==> config.mk <==
export PLATFORM = sky130hd
export DESIGN_NAME = mpw_comp
export DESIGN_NICKNAME = d
export VERILOG_FILES = /design/src/rtl/mpw_pkg.sv /design/src/rtl/mpw_classify.sv /design/src/rtl/mpw_shift_check.sv /design/src/rtl/mpw_comp.sv
export SDC_FILE = /design/constraint.sdc
export NUM_CORES = 1
export LEC_CHECK = 0
export ABC_AREA = 1
export BUFFER_PORTS_ARGS = -buffer_cell sky130_fd_sc_hd__buf_2
export CORE_MARGIN = 4
export CORE_UTILIZATION = 55
export CTS_BUF_LIST = sky130_fd_sc_hd__clkbuf_16
export CTS_CLUSTER_DIAMETER = 40
export CTS_CLUSTER_SIZE = 12
export DETAILED_ROUTE_END_ITERATION = 10
export GPL_ROUTABILITY_DRIVEN = 1
export HOLD_SLACK_MARGIN = 0.15
export PLACE_DENSITY = 0.73
export SKIP_LAST_GASP = 1
export SLEW_MARGIN = 20
export SYNTH_ARGS = -nofsm -noshare
export SYNTH_HDL_FRONTEND = slang
export SYNTH_SLANG_ARGS = --single-unit
==> constraint.sdc <==
create_clock -name clk -period 15 [get_ports clk]
set_input_delay 0 -clock clk [delete_from_list [all_inputs] [get_ports clk]]
set_output_delay 0 -clock clk [all_outputs]
set_load 0.005 [all_outputs]
==> src/rtl/mpw_pkg.sv <==
// Shared types for the minimum pulse width compensator.
package mpw_pkg;
    typedef enum logic [1:0] {
        CORR_NONE = 2'd0,
        CORR_ADD  = 2'd1,
        CORR_SUB  = 2'd2,
        CORR_FAIL = 2'd3
    } corr_t;
endpackage

==> src/rtl/mpw_classify.sv <==
// Per-phase classifier: flags a narrow on-time and reports how far a common
// upward or downward shift must move it to reach an allowed width.
// Assumes 0 < tmin <= tmax < ts and d <= ts.
module mpw_classify #(
    parameter int W = 8
) (
    input  logic [W-1:0] d_i,
    input  logic [W-1:0] ts_i,
    input  logic [W-1:0] tmin_i,
    input  logic [W-1:0] tmax_i,
    output logic         narrow_o,
    output logic [W-1:0] need_add_o,
    output logic [W-1:0] need_sub_o
);
    logic short_pulse;
    logic short_gap;

    // Purpose: detect the two narrow bands, excluding clamped values.
    always_comb begin
        short_pulse = (d_i != '0) && (d_i < tmin_i);
        short_gap   = (d_i != ts_i) && (d_i > tmax_i);
    end

    // Purpose: distance to the nearest allowed width in each direction.
    always_comb begin
        need_add_o = '0;
        need_sub_o = '0;
        if (short_pulse) begin
            need_add_o = tmin_i - d_i;
            need_sub_o = d_i;
        end else if (short_gap) begin
            need_add_o = ts_i - d_i;
            need_sub_o = d_i - tmax_i;
        end
    end

    assign narrow_o = short_pulse | short_gap;
endmodule

==> src/rtl/mpw_shift_check.sv <==
// Applies one common offset to all phases, in the direction fixed by
// SUBTRACT, and reports whether every shifted phase stays within 0..ts and
// lands on an allowed width (0, ts, or tmin..tmax).
module mpw_shift_check #(
    parameter int W        = 8,
    parameter int NPH      = 3,
    parameter bit SUBTRACT = 1'b0
) (
    input  logic [NPH-1:0][W-1:0] d_i,
    input  logic [W-1:0]          off_i,
    input  logic [W-1:0]          ts_i,
    input  logic [W-1:0]          tmin_i,
    input  logic [W-1:0]          tmax_i,
    output logic [NPH-1:0][W-1:0] res_o,
    output logic                  ok_o
);
    logic [NPH-1:0] good;

    for (genvar i = 0; i < NPH; i++) begin : g_ph
        logic [W:0] v;
        logic       in_rng;
        if (SUBTRACT) begin : g_sub
            // Purpose: downward shift, valid only without borrow.
            always_comb begin
                v      = {1'b0, d_i[i]} - {1'b0, off_i};
                in_rng = (d_i[i] >= off_i);
            end
        end else begin : g_add
            // Purpose: upward shift, valid only up to the period.
            always_comb begin
                v      = {1'b0, d_i[i]} + {1'b0, off_i};
                in_rng = (v <= {1'b0, ts_i});
            end
        end
        // Purpose: shifted value must be clamped or within the width bounds.
        always_comb begin
            good[i] = in_rng && ((v == '0) || (v == {1'b0, ts_i}) ||
                      ((v >= {1'b0, tmin_i}) && (v <= {1'b0, tmax_i})));
        end
        assign res_o[i] = v[W-1:0];
    end

    assign ok_o = &good;
endmodule

==> src/rtl/mpw_comp.sv <==
// Minimum pulse width compensator, top level. Classifies each phase, builds
// the largest needed add and subtract offsets, checks both, picks one by
// preference with fallback, and registers the result (one cycle latency).
// Assumes 0 < tmin <= tmax < ts and every input on-time <= ts.
module mpw_comp
    import mpw_pkg::*;
#(
    parameter int W   = 8,
    parameter int NPH = 3
) (
    input  logic                  clk,
    input  logic                  rst_n,
    input  logic                  sel_sub_i,
    input  logic [W-1:0]          ts_i,
    input  logic [W-1:0]          tmin_i,
    input  logic [W-1:0]          tmax_i,
    input  logic [NPH-1:0][W-1:0] dur_i,
    output logic [NPH-1:0][W-1:0] dur_o,
    output logic [1:0]            corr_o
);
    logic [NPH-1:0]          narrow;
    logic [NPH-1:0][W-1:0]   need_add;
    logic [NPH-1:0][W-1:0]   need_sub;
    logic [W-1:0]            off_add;
    logic [W-1:0]            off_sub;
    logic [NPH-1:0][W-1:0]   res_add;
    logic [NPH-1:0][W-1:0]   res_sub;
    logic                    ok_add;
    logic                    ok_sub;
    corr_t                   corr_n;
    corr_t                   corr_q;
    logic [NPH-1:0][W-1:0]   dur_n;
    logic [NPH-1:0][W-1:0]   dur_q;
    logic                    past_ok;

    for (genvar i = 0; i < NPH; i++) begin : g_cls
        mpw_classify #(.W(W)) u_cls (
            .d_i       (dur_i[i]),
            .ts_i      (ts_i),
            .tmin_i    (tmin_i),
            .tmax_i    (tmax_i),
            .narrow_o  (narrow[i]),
            .need_add_o(need_add[i]),
            .need_sub_o(need_sub[i])
        );
    end

    // Purpose: largest need over all phases, per direction.
    always_comb begin
        off_add = '0;
        off_sub = '0;
        for (int i = 0; i < NPH; i++) begin
            if (need_add[i] > off_add) off_add = need_add[i];
            if (need_sub[i] > off_sub) off_sub = need_sub[i];
        end
    end

    mpw_shift_check #(.W(W), .NPH(NPH), .SUBTRACT(1'b0)) u_chk_add (
        .d_i   (dur_i),
        .off_i (off_add),
        .ts_i  (ts_i),
        .tmin_i(tmin_i),
        .tmax_i(tmax_i),
        .res_o (res_add),
        .ok_o  (ok_add)
    );

    mpw_shift_check #(.W(W), .NPH(NPH), .SUBTRACT(1'b1)) u_chk_sub (
        .d_i   (dur_i),
        .off_i (off_sub),
        .ts_i  (ts_i),
        .tmin_i(tmin_i),
        .tmax_i(tmax_i),
        .res_o (res_sub),
        .ok_o  (ok_sub)
    );

    // Purpose: choose the correction by preference, fall back, else fail.
    always_comb begin
        corr_n = CORR_NONE;
        dur_n  = dur_i;
        if (|narrow) begin
            if (sel_sub_i ? ok_sub : ok_add) begin
                corr_n = sel_sub_i ? CORR_SUB : CORR_ADD;
                dur_n  = sel_sub_i ? res_sub : res_add;
            end else if (sel_sub_i ? ok_add : ok_sub) begin
                corr_n = sel_sub_i ? CORR_ADD : CORR_SUB;
                dur_n  = sel_sub_i ? res_add : res_sub;
            end else begin
                corr_n = CORR_FAIL;
            end
        end
    end

    // Purpose: output register with synchronous active-low reset.
    always_ff @(posedge clk) begin
        if (!rst_n) begin
            dur_q   <= '0;
            corr_q  <= CORR_NONE;
            past_ok <= 1'b0;
        end else begin
            dur_q   <= dur_n;
            corr_q  <= corr_n;
            past_ok <= 1'b1;
        end
    end

    assign dur_o  = dur_q;
    assign corr_o = corr_q;

    p_none_passes_r2: assert property (@(posedge clk) disable iff (!rst_n)
        (past_ok && corr_q == CORR_NONE) |-> (dur_q == $past(dur_i)));

    p_fail_passes_r7: assert property (@(posedge clk) disable iff (!rst_n)
        (past_ok && corr_q == CORR_FAIL) |-> (dur_q == $past(dur_i)));

    for (genvar i = 0; i < NPH; i++) begin : g_asrt
        p_sub_not_up_r4: assert property (@(posedge clk) disable iff (!rst_n)
            (past_ok && corr_q == CORR_SUB) |-> (dur_q[i] <= $past(dur_i[i])));

        p_add_not_down_r3: assert property (@(posedge clk) disable iff (!rst_n)
            (past_ok && corr_q == CORR_ADD) |-> (dur_q[i] >= $past(dur_i[i])));

        p_common_shift_r8: assert property (@(posedge clk) disable iff (!rst_n)
            (past_ok && (corr_q == CORR_ADD || corr_q == CORR_SUB)) |->
            ((dur_q[i] - $past(dur_i[i])) == (dur_q[0] - $past(dur_i[0]))));

        p_out_allowed_r8: assert property (@(posedge clk) disable iff (!rst_n)
            (past_ok && (corr_q == CORR_ADD || corr_q == CORR_SUB)) |->
            ((dur_q[i] == '0) || (dur_q[i] == $past(ts_i)) ||
             ((dur_q[i] >= $past(tmin_i)) && (dur_q[i] <= $past(tmax_i)))));
    end
endmodule

* Word level (Yosys, flattened, before mapping) *
Cells that the tools add are included.

cells by class
  multiplexer cells = 29
  bitwise gates (word level) = 3
  add/subtract/negate cells = 15
  equal/unequal tests = 9
  magnitude comparators = 30
  reduce and logical (&&, ||, !) cells = 43

operator list
  cell                                                                              number
  8-bit two-way mux                                                                 18
  24-bit two-way mux                                                                5
  9-bit by 8-bit less-or-equal comparator with 1-bit output                         9
  8-bit subtractor                                                                  9
  8-bit greater-than comparator                                                     7
  9-bit by 8-bit equality test with 1-bit output                                    6
  9-bit by 8-bit greater-or-equal comparator with 1-bit output                      6
  9-bit logical NOT                                                                 6
  8-bit by 8-bit adder with 9-bit output                                            3
  8-bit by 8-bit subtractor with 9-bit output                                       3
  8-bit greater-or-equal comparator                                                 3
  8-bit < comparator                                                                3
  8-bit inequality test                                                             3
  8-bit nonzero test                                                                3
  1-bit logical AND                                                                 18
  8-bit by 1-bit greater-than comparator with 1-bit output (second input constant)  2
  1-bit logical OR                                                                  12
  2-bit two-way mux                                                                 4
  3-bit AND reduction                                                               2
  1-bit OR                                                                          3
  3-bit OR reduction                                                                1
  1-bit two-way mux                                                                 2
  2-bit AND reduction                                                               1

word-level totals
  input bits = 51
  word-level logic and storage cells = 133
  register bits after elaboration = 26
  output and inout bits = 26

* Depth between registers and ports, before layout *
  word-level depth = 20
  depth in mapped cells = 65
  depth with buffers taken out = 61

* Hierarchy *
A second synthesis with hierarchy kept.

unflattened totals
  cell total of the unflattened synthesis = 2515
  area total of the unflattened synthesis = 14164.8 µm²

by module, submodules not included
  module                          area an instance (µm²)  cells each  times used  sequential area each (µm²)
  mpw_comp                        3465.8                  599         1           520.5
  mpw_shift_check at u_chk_sub    3007.9                  548         1           0.0
  mpw_shift_check at u_chk_add    3001.6                  492         1           0.0
  mpw_classify at g_cls[1].u_cls  1589.0                  296         1           0.0
  mpw_classify at g_cls[2].u_cls  1560.2                  296         1           0.0
  mpw_classify at g_cls[0].u_cls  1540.2                  284         1           0.0

* Worst setup path before layout *
Ideal clock, no wire load.

  kind = input to register
  start point = input port tmin_i[0]
  end point = register dur_q, in the netlist dur_o[9]
  slack = 7.509 ns
  data required time = 14.878 ns
  data arrival time = 7.369 ns
  buffers on the path = 3
  library setup time = 0.122 ns
  stages = 55
  path through = inv_1 ha_1 inv_1 fa_1 nand3_1 nand3_1 nand2_1 nand2_1 a21oi_1 nor2_1 o21ai_0 nand2_1 nand2_2 nand2_1 buf_2 o21ai_0 inv_1 ha_1 [19 not listed] nand2_1 nand2_1 inv_1 ha_1 a21o_1 a21oi_1 nand2_1 nand2_1 nand2_1 nand2_1 nand2_1 a21oi_2 nand3_2 nand2_1 buf_2 nand3_1 nand3_2 a21oi_2

between the ends
  longest elaborated chain between the ends = 19
  elaborated cells between the ends (all ways) = 100
  classes of those cells = add/sub: 9; order compare: 27; eq/ne: 6; mux: 19; bitwise: 3; reduce/logical: 36

ends and longest elaborated chain
  element                                                                             line                                          source
  from (decl)                                                                         mpw_comp.sv:15                                input logic [W-1:0] tmin_i,
  8-bit < comparator                                                                  mpw_classify.sv:20                            short_pulse = (d_i != '0) && (d_i < tmin_i);
  1-bit logical AND                                                                   mpw_classify.sv:20
  8-bit two-way mux                                                                   mpw_classify.sv:28                            if (short_pulse) begin
  8-bit by 1-bit greater-than comparator with 1-bit output, on equally long branches  mpw_comp.sv:54, mpw_comp.sv:53
  8-bit two-way mux, on equally long branches                                         mpw_comp.sv:54, mpw_comp.sv:53
  8-bit greater-than comparator, on equally long branches                             mpw_comp.sv:54, mpw_comp.sv:53
  8-bit two-way mux, on equally long branches                                         mpw_comp.sv:54, mpw_comp.sv:53
  8-bit greater-than comparator, on equally long branches                             mpw_comp.sv:54, mpw_comp.sv:53
  [3 not listed]                                                                      --
  1-bit logical AND or 1-bit logical OR (tied branches)                               mpw_shift_check.sv:38, mpw_shift_check.sv:37
  1-bit logical OR                                                                    mpw_shift_check.sv:37                         good[i] = in_rng && ((v == '0) || (v == {1'b0, ts_i}) ||
  1-bit logical AND                                                                   mpw_shift_check.sv:37
  3-bit AND reduction                                                                 mpw_shift_check.sv:43                         assign ok_o = &good;
  1-bit two-way mux                                                                   mpw_comp.sv:86                                end else if (sel_sub_i ? ok_add : ok_sub) begin
  24-bit two-way mux                                                                  mpw_comp.sv:86
  24-bit two-way mux                                                                  mpw_comp.sv:83                                if (sel_sub_i ? ok_sub : ok_add) begin
  24-bit two-way mux *                                                                mpw_comp.sv:82                                if (|narrow) begin
  to (signal assigned)                                                                mpw_comp.sv:102                               dur_q <= dur_n;
  to (decl)                                                                           mpw_comp.sv:33                                logic [NPH-1:0][W-1:0] dur_q;

Every way passes the cells marked *; elsewhere a longest branch is shown, timed or not.
A chain may end at the register's enable or synchronous reset.

* Worst setup path in the final report *
  start point = input port dur_i[1] (netlist name)
  end point = register dur_q, in the netlist dur_o[8]

between the ends
  longest elaborated chain between the ends = 20
  elaborated cells between the ends (all ways) = 96
  classes of those cells = add/sub: 9; order compare: 26; eq/ne: 7; mux: 17; bitwise: 1; reduce/logical: 36

ends and longest elaborated chain
  element                                                                             line                                          source
  from (decl)                                                                         mpw_comp.sv:17                                input logic [NPH-1:0][W-1:0] dur_i,
  8-bit greater-than comparator or 8-bit inequality test (tied branches)              mpw_classify.sv:21                            short_gap = (d_i != ts_i) && (d_i > tmax_i);
  1-bit logical AND                                                                   mpw_classify.sv:21
  8-bit two-way mux                                                                   mpw_classify.sv:31                            end else if (short_gap) begin
  8-bit two-way mux                                                                   mpw_classify.sv:28
  8-bit by 1-bit greater-than comparator with 1-bit output, on equally long branches  mpw_comp.sv:54, mpw_comp.sv:53
  8-bit two-way mux, on equally long branches                                         mpw_comp.sv:54, mpw_comp.sv:53
  8-bit greater-than comparator, on equally long branches                             mpw_comp.sv:54, mpw_comp.sv:53
  8-bit two-way mux, on equally long branches                                         mpw_comp.sv:54, mpw_comp.sv:53
  [4 not listed]                                                                      --
  1-bit logical AND or 1-bit logical OR (tied branches)                               mpw_shift_check.sv:38, mpw_shift_check.sv:37
  1-bit logical OR                                                                    mpw_shift_check.sv:37
  1-bit logical AND                                                                   mpw_shift_check.sv:37
  3-bit AND reduction                                                                 mpw_shift_check.sv:43
  1-bit two-way mux                                                                   mpw_comp.sv:86
  24-bit two-way mux                                                                  mpw_comp.sv:86
  24-bit two-way mux                                                                  mpw_comp.sv:83
  24-bit two-way mux *                                                                mpw_comp.sv:82

Marks and branches as above.

==> qor.csv <==
metric,value,unit
status,finished clean,
crit_slowest_cell,nand4_2,
worst_ep_required_time,15.20,ns
path_clk_slew,0.08,ns
postRouteAntennaNets,0,
fill_cells,2334,
root_buffer,clkbuf_16,
grt_pass1_wl,79830,µm
numClockSinks,26,
synth_warnings,0,
end_kind,flip-flop,
holdPathStages,3,
worstPathArrival,11.04,ns
fin_crit_sh,72.22,%
place.gp.congestion,1.066,
dp_hpwl,42310,µm
drt_wl_total,53590,µm
mappedNetlistNets,2424,
grt_usage,39.74,%
postCtsSetupBuffers,0,
synthXorXnorAreaFrac,3.412,%
finalSetupTns,0,ns
period_minus_slack,10.83,ns
htreeDepth,1,
top_layer,met5,
synthMuxAreaShare,0,%
tightest_slew,1.126,ns
cts_buffer_depth,2,
synth-edff-count,0,
die_x,160.8,µm
hold_path_class,primary input to flip-flop,
cts-resized-gates,0,
critPathCapture,dur_o[8]$_SDFF_PN0_,
start_util,56.34,%
std_cell_rows,55,
syn_area_per_cell,6.143,µm²
drtIter0Drc,1735,
slew_headroom,24.87,%
setup_viol_count_final,0,
final_nets,2472,
ctsHoldBuffers,0,
crit_family,simple AND/OR/NAND/NOR gates,
grt_overflow,0,
wl_met2,22440,µm
ys_types,52,
crit_buf_inv,6,
dieHeight,160.8,µm
max_cap_violations,0,
synth_top_family_by_area,simple AND/OR/NAND/NOR gates,
route.detailed.drc,0,
synthSimpleGateAreaFrac,38.94,%
ys_seq_elements,26,
syn_to_final_growth,4.914,%
slew_viol_final,0,
synth_compound_area_share,13.72,%
wl_per_cell,21.87,µm
crit_path_frequent_cell,nand2_1,
routed_via_density,6.074,
cts_tree,done,
start_kind,primary input,
syn_inst,2089,
synth_fa_ha_area_share,28.57,%
drtPass1Iterations,6,
most-common-layout-cells,"nand2_1, inv_1, ha_1",
fmax,0.09231,GHz
num_vias,14882,
syn_area,12830,µm²
portBuffers,76,
ios,77,
met1Wirelength,20560,µm
antenna_found_initial,1,
ys.flop_type,dfxtp_1,
critPathMaxStageDelay,0.84,ns
grt_max_degree,50,
drive_above_1_share,10.25,%
grt_pass1_vias,13744,
cts_inserted_buffers,3,
layout_commonest_cell,nand2_1,
core,22780,µm²
critPathKind,primary input to flip-flop,
synth-async-reset-ratio,0,%
path_depth,51,
ys_seq_area_share,4.056,%
path_max_fanout,24,
die_area,25840,µm²
met3_length,6215,µm
critPathLaunch,dur_i[1],
finalHoldViolCount,0,
rsz0062_at_grt,no,
==> tightest hold or removal path: stages <==
cell     delay [ns]
buf_2          0.17
o21ai_0        0.23
a21oi_2        0.04
==> synth_stat cells (14+ instances only) <==
cell type	number	area share, %
nand2_1	560	16
inv_1	306	8.9
ha_1	269	26
nand3_1	173	6.7
nor2_1	146	4.3
a21oi_1	124	4.8
o21ai_0	102	4.0
nand3_2	59	4.6
nand4_1	46	2.2
xor2_1	30	2.0
dfxtp_1	26	4.1
a21oi_2	24	1.6
o22ai_1	21	1.0
xnor2_1	20	1.4
nand2_2	16	0.78
fa_1	15	2.3
buf_2	14	0.55
==> through the flow <==
stage | cell area (µm²) | instances | util (%) | hold slack [ns] | setup slack, ns
floorplan | 12830 | 2089 | - | 0.1384 | 7.509
global placement | 13380 | 2445 | 58.75 | 0.3814 | 4.405
detailed placement | 13380 | 2445 | 58.75 | 0.3800 | 4.274
CTS | 13460 | 2449 | 59.10 | 0.2000 | 4.538
global route | 13460 | 2449 | 59.10 | 0.2113 | 3.592
finish | 13460 | 2450 | 59.11 | 0.2168 | 4.167
==> metal layers <==
| layer | vias up | track usage (%) |
|---|---|---|
| li1 | 7061 | - |
| met1 | 6683 | 50.67 |
| met2 | 882 | 62.57 |
| met5 | - | 0 |
| met4 | 2 | 24.51 |
| met3 | 254 | 6.646 |
==> layout make-up <==
| cell class | count | area (µm²) | area share, % |
|---|---|---|---|
| Antenna cell | 1 | 2.502 | 0.01859 |
| Clock buffer | 3 | 75.07 | 0.5576 |
| Clock inverter | 1 | 3.754 | 0.02788 |
| Inverter | 310 | 1169 | 8.679 |
| Multi-Input combinational cell | 1712 | 10860 | 80.67 |
| Sequential cell | 26 | 520.5 | 3.866 |
| Tap cell | 313 | 391.6 | 2.909 |
| Timing Repair Buffer | 84 | 440.4 | 3.271 |
==> worst min path at each step <==
stage / from / slack [ns] / endpoint
after floorplan: rst_n / 0.14 / dur_o[20]$_SDFF_PN0_
after global placement: corr_o[1]$_SDFF_PN0_ / 0.38 / corr_o[1]
after detailed placement: corr_o[1]$_SDFF_PN0_ / 0.38 / corr_o[1]
after CTS: rst_n / 0.20 / dur_o[22]$_SDFF_PN0_
after global routing: dur_i[22] / 0.21 / dur_o[22]$_SDFF_PN0_
final: dur_i[16] / 0.22 / dur_o[16]$_SDFF_PN0_
==> state kept, by name (all words and copies together) (netlist names) <==
register	cells
dur_o	24
corr_o	2
==> cell families (layout without fill, tap and decap cells) <==
| family | Yosys count | count (layout) |
|---|---|---|
| AND/OR/NAND/NOR | 1069 | 1069 |
| buffers and inverters | 351 | 398 |
| AO/OA/AOI/OAI | 309 | 309 |
| adder cells (fa/ha/maj) | 284 | 284 |
| XOR/XNOR | 50 | 50 |
| flip-flops | 26 | 26 |
| other | 0 | 1 |
Power is not shown: default switching activity piles up to over one toggle a cycle in this logic, so the estimate is an artifact.
